File: src/rtl/mem_copy_seq.sv
module mem_copy_seq #(
  parameter int AW = 16,
  parameter int DW = 8,
  parameter int CW = 16
) (
  input  logic          clk,
  input  logic          rst_n,
  input  logic          cfg_we,
  input  logic [AW-1:0] cfg_src,
  input  logic [AW-1:0] cfg_dst,
  input  logic [CW-1:0] cfg_cnt,
  input  logic          cfg_hold,
  input  logic          cfg_down,
  input  logic          sw_req,
  input  logic          ready,
  input  logic          eop_ext,
  input  logic [DW-1:0] mem_rdata,
  output logic [AW-1:0] mem_addr,
  output logic          mem_rd,
  output logic          mem_wr,
  output logic [DW-1:0] mem_wdata,
  output logic          busy,
  output logic          tc
);
  typedef enum logic [1:0] {S_IDLE, S_RD, S_WR} st_t;

  st_t           st;
  logic [AW-1:0] src_q, dst_q;
  logic [CW-1:0] cnt_q;
  logic          hold_q, down_q;
  logic [DW-1:0] tmp_q;
  logic          tc_q;

  wire rd_done = (st == S_RD) && ready;
  wire wr_done = (st == S_WR) && ready;
  wire last    = wr_done && ((cnt_q == '0) || eop_ext);

  always_ff @(posedge clk) begin
    if (!rst_n) begin
      st     <= S_IDLE;
      src_q  <= '0;
      dst_q  <= '0;
      cnt_q  <= '0;
      hold_q <= 1'b0;
      down_q <= 1'b0;
      tmp_q  <= '0;
      tc_q   <= 1'b0;
    end else begin
      tc_q <= last;
      case (st)
        S_IDLE: begin
          if (cfg_we) begin
            src_q  <= cfg_src;
            dst_q  <= cfg_dst;
            cnt_q  <= cfg_cnt;
            hold_q <= cfg_hold;
            down_q <= cfg_down;
          end else if (sw_req) begin
            st <= S_RD;
          end
        end
        S_RD: begin
          if (rd_done) begin
            tmp_q <= mem_rdata;
            if (!hold_q) src_q <= src_q + 1'b1;
            st <= S_WR;
          end
        end
        S_WR: begin
          if (wr_done) begin
            dst_q <= down_q ? dst_q - 1'b1 : dst_q + 1'b1;
            cnt_q <= cnt_q - 1'b1;
            st    <= last ? S_IDLE : S_RD;
          end
        end
        default: st <= S_IDLE;
      endcase
    end
  end

  assign mem_addr  = (st == S_WR) ? dst_q : src_q;
  assign mem_rd    = (st == S_RD);
  assign mem_wr    = (st == S_WR);
  assign mem_wdata = tmp_q;
  assign busy      = (st != S_IDLE);
  assign tc        = tc_q;
endmodule

File: config.mk
export PLATFORM = sky130hd
export DESIGN_NAME = mem_copy_seq
export DESIGN_NICKNAME = d
export VERILOG_FILES = /design/src/rtl/mem_copy_seq.sv
export SDC_FILE = /design/constraint.sdc
export NUM_CORES = 1
export LEC_CHECK = 0
export ABC_AREA = 1
export CORE_UTILIZATION = 57
export CTS_BUF_LIST = sky130_fd_sc_hd__clkbuf_2
export DETAILED_ROUTE_END_ITERATION = 10
export PLACE_DENSITY = 0.88
export SLEW_MARGIN = 20
export SYNTH_ARGS = -nofsm -noshare
export SYNTH_HDL_FRONTEND = slang
export SYNTH_SLANG_ARGS = --single-unit
File: constraint.sdc
create_clock -name clk -period 4.2 [get_ports clk]
set_clock_uncertainty 0.1 [all_clocks]
set_input_delay 0.84 -clock clk [delete_from_list [all_inputs] [get_ports clk]]
set_output_delay 0.84 -clock clk [all_outputs]
set_load 0.005 [all_outputs]
==> flow_metrics.tcl <==
set metrics [dict create \
    synth-edff-count 0 \
    drc_errors 0 \
    cap_violations 0 \
    rsz0062_at_grt "false" \
    post_drt_wl_per_cell_microns 13.3 \
    place_congestion 0.898 \
    timing.slew.headroom_pct 33.5 \
    power_density_mw_per_mm2 279 \
    setup_tns_ps 0 \
    clk_pin_slew_worst_paths_ps 220 \
    die_y_microns 88.9 \
    drv_slew 0 \
    intPower_uw 924 \
    area_growth_pct 24.1 \
    cp.required_ps 3260 \
    cp-start-kind "register" \
    numCtsBuffers 9 \
    nets 862 \
    fmax_ghz 0.295 \
    ys_types 38 \
    insertion_delay_ps 540 \
    yosysTopAreaCell "dfxtp_1" \
    syn-num-nets 782 \
    port_buffers 91 \
    sequentialPowerShare_pct 45.7 \
    fin_crit_sh_pct 80.6 \
    cts_setup_buffers 0 \
    pwr-share-comb_pct 31.9 \
    drt-initial-drc-count 314 \
    yosys-top-cells-area "dfxtp_1, nand2_1, o21ai_0" \
    fill_cells 620 \
    grt_remaining_overflow 0 \
    grt_max_degree 38 \
    final_hold_viol_count 0 \
    p_leak_nw 2.42 \
    yosys.area.top_type_share_pct 28.4 \
    cts_max_level 3 \
    firstDrtPassIters 7 \
    avgSynthCellArea_sq_um 6.14 \
    post-dp-hpwl_microns 8730 \
    core.rowCount 31 \
    drtAntennaViolNets 0 \
    antenna_cells 0 \
    gr-usage-all-layers_pct 31.0 \
    wl_microns 11700 \
    antenna_found_initial 0 \
    ir_drop_v 0.000196 \
    seq_area_frac_synth_pct 28.4 \
    hold_class "register to register" \
    cts_hold_buf 0 \
    async_reset_ff_share_pct 0 \
    die_w_microns 88.9 \
    clock_sinks 61 \
    initial_core_util_pct 59.0 \
    vias 4880 \
    critPathArrivalTime_ps 2450 \
    grt_pass1_vias 4478 \
    path_class "register to output port" \
    clkPwrFrac_pct 22.4 \
    die-area_sq_mm 0.00790 \
    switching_share_pct 38.0 \
    cts_max_path_buffers 2 \
    grt_pass1_wl_microns 19100 \
    fin_crit_ps 3390 \
    critPathCaptureType "output port" \
    layoutNonFillerInstCount 885 \
    viasPerCell 5.51 \
    drive_gt1_share_pct 4.33 \
    setup_viol 0 \
    yosys_warnings 0 \
    cts_tree "built" \
    dp_slack_ps 1270 \
    synth_ff_type "dfxtp_1" \
    setup_ws_ps 814 \
    outcome "finished, final reports clean" \
    ctsResizeCount 0 \
    cts.root.buffer_cell "clkbuf_2" \
    syn_area_sq_mm 0.00431 \
    core_sq_mm 0.00729 \
    io_pins 92 \
    critical_path.max_fanout 37 \
    tightest_slew_ps 991 \
    synth_seq_cells 61 \
    switching_power_uw 566 \
    synthCells 701 \
    dp_cells 869 \
]
## cell families after synthesis
kind of cell	after synthesis	share of synthesized area, %
flip-flops	61	28.4
AND/OR/NAND/NOR	343	33.1
buffers and inverters	117	11.1
XOR/XNOR	14	2.85
AO/OA/AOI/OAI	149	19.5
adder cells (fa/ha/maj)	17	5.11
## worst max-delay path, cell delays in order, from the launching register on
cell             delay [ps]
dfxtp_1                 360
inv_1                    80
nor2_4                  330
buf_4                   380
nand2_1                  90
o21ai_0                 120
clkdlybuf4s50_1         560
## routing by layer
| metal | track usage [%] | vias to the layer above | wire length [microns] |
|---|---|---|---|
| li1 | - | 2442 | - |
| met2 | 55.5 | 194 | 5800 |
| met4 | 15.1 | 0 | 375 |
| met1 | 35.7 | 2209 | 4850 |
| met5 | 0 | - | 0 |
| met3 | 5.45 | 35 | 724 |
## flip-flops by register name, indices dropped and copies added (netlist names)
register   flops
src_q         16
cnt_q         16
dst_q         16
tc             1
st             2
hold_q         1
mem_wdata      8
down_q         1
## power by group through the flow
stage / Sequential, mW / Combinational (mW) / Clock [mW]
2_1_floorplan: 0.676 / 0.308 / 0
3_3_place_gp: 0.689 / 0.454 / 0
3_5_place_dp: 0.691 / 0.470 / 0
4_1_cts: 0.679 / 0.473 / 0.332
5_1_grt: 0.688 / 0.531 / 0.354
6_report: 0.680 / 0.476 / 0.334
## cells in the final DEF, fill, tap and decap left out, drive strengths merged, types with 9 or more instances in the layout
cell type / instances
nand2: 210
clkdlybuf4s50: 91
inv: 91
o21ai: 74
nor2: 67
dfxtp: 61
a21oi: 40
nand3: 39
ha: 16
a31oi: 14
xor2: 11
nand4: 9
clkbuf: 9
nor3: 9
## worst paths after layout
check / startpoint / endpoint / slack [ps] / cells past startpoint
setup / recovery: st[1] / mem_addr[12] / 810 / 6
hold / removal: cnt_q[9] / cnt_q[9] / 400 / 2
setup reg to reg: st[1] / cnt_q[13] / 1630 / 9
hold reg to reg: cnt_q[9] / cnt_q[9] / 400 / 2
## cell type report
class	count	area [sq um]	area share (%)
sequential	61	1220	22.9
multi-input combinational	523	2620	48.9
tap	99	124	2.32
clock buffer	9	45.0	0.843
clock inverter	7	48.8	0.913
inverter	90	340	6.37
timing repair buffer	96	948	17.8
## synthesized netlist by cell type, types with 2 or more instances
cell type / instances
o211ai_1: 7
clkbuf_1: 10
ha_1: 16
a31oi_1: 14
o22ai_1: 2
nor2_1: 65
nand2_1: 209
xnor2_1: 3
buf_4: 3
a221oi_1: 2
o21ai_1: 2
inv_2: 2
nand3_1: 39
o21ai_0: 70
o21bai_1: 3
or2_2: 2
dfxtp_1: 61
a211oi_1: 4
xor2_1: 11
nand3b_1: 6
o31ai_1: 2
nand4_1: 9
buf_2: 12
nor3_1: 8
a21oi_1: 40
inv_1: 87
## metrics by stage
stage	utilization (%)	cell area [sq um]	total power, mW	hold WS [ps]
finish	73.3	5340	1.49	399
global route	73.3	5340	1.57	411
CTS	73.3	5340	1.48	394
detailed placement	72.0	5250	1.16	371
global placement	72.0	5250	1.14	363
floorplan	-	4310	0.983	352
Note: power is estimated with default switching activity, not from simulation.
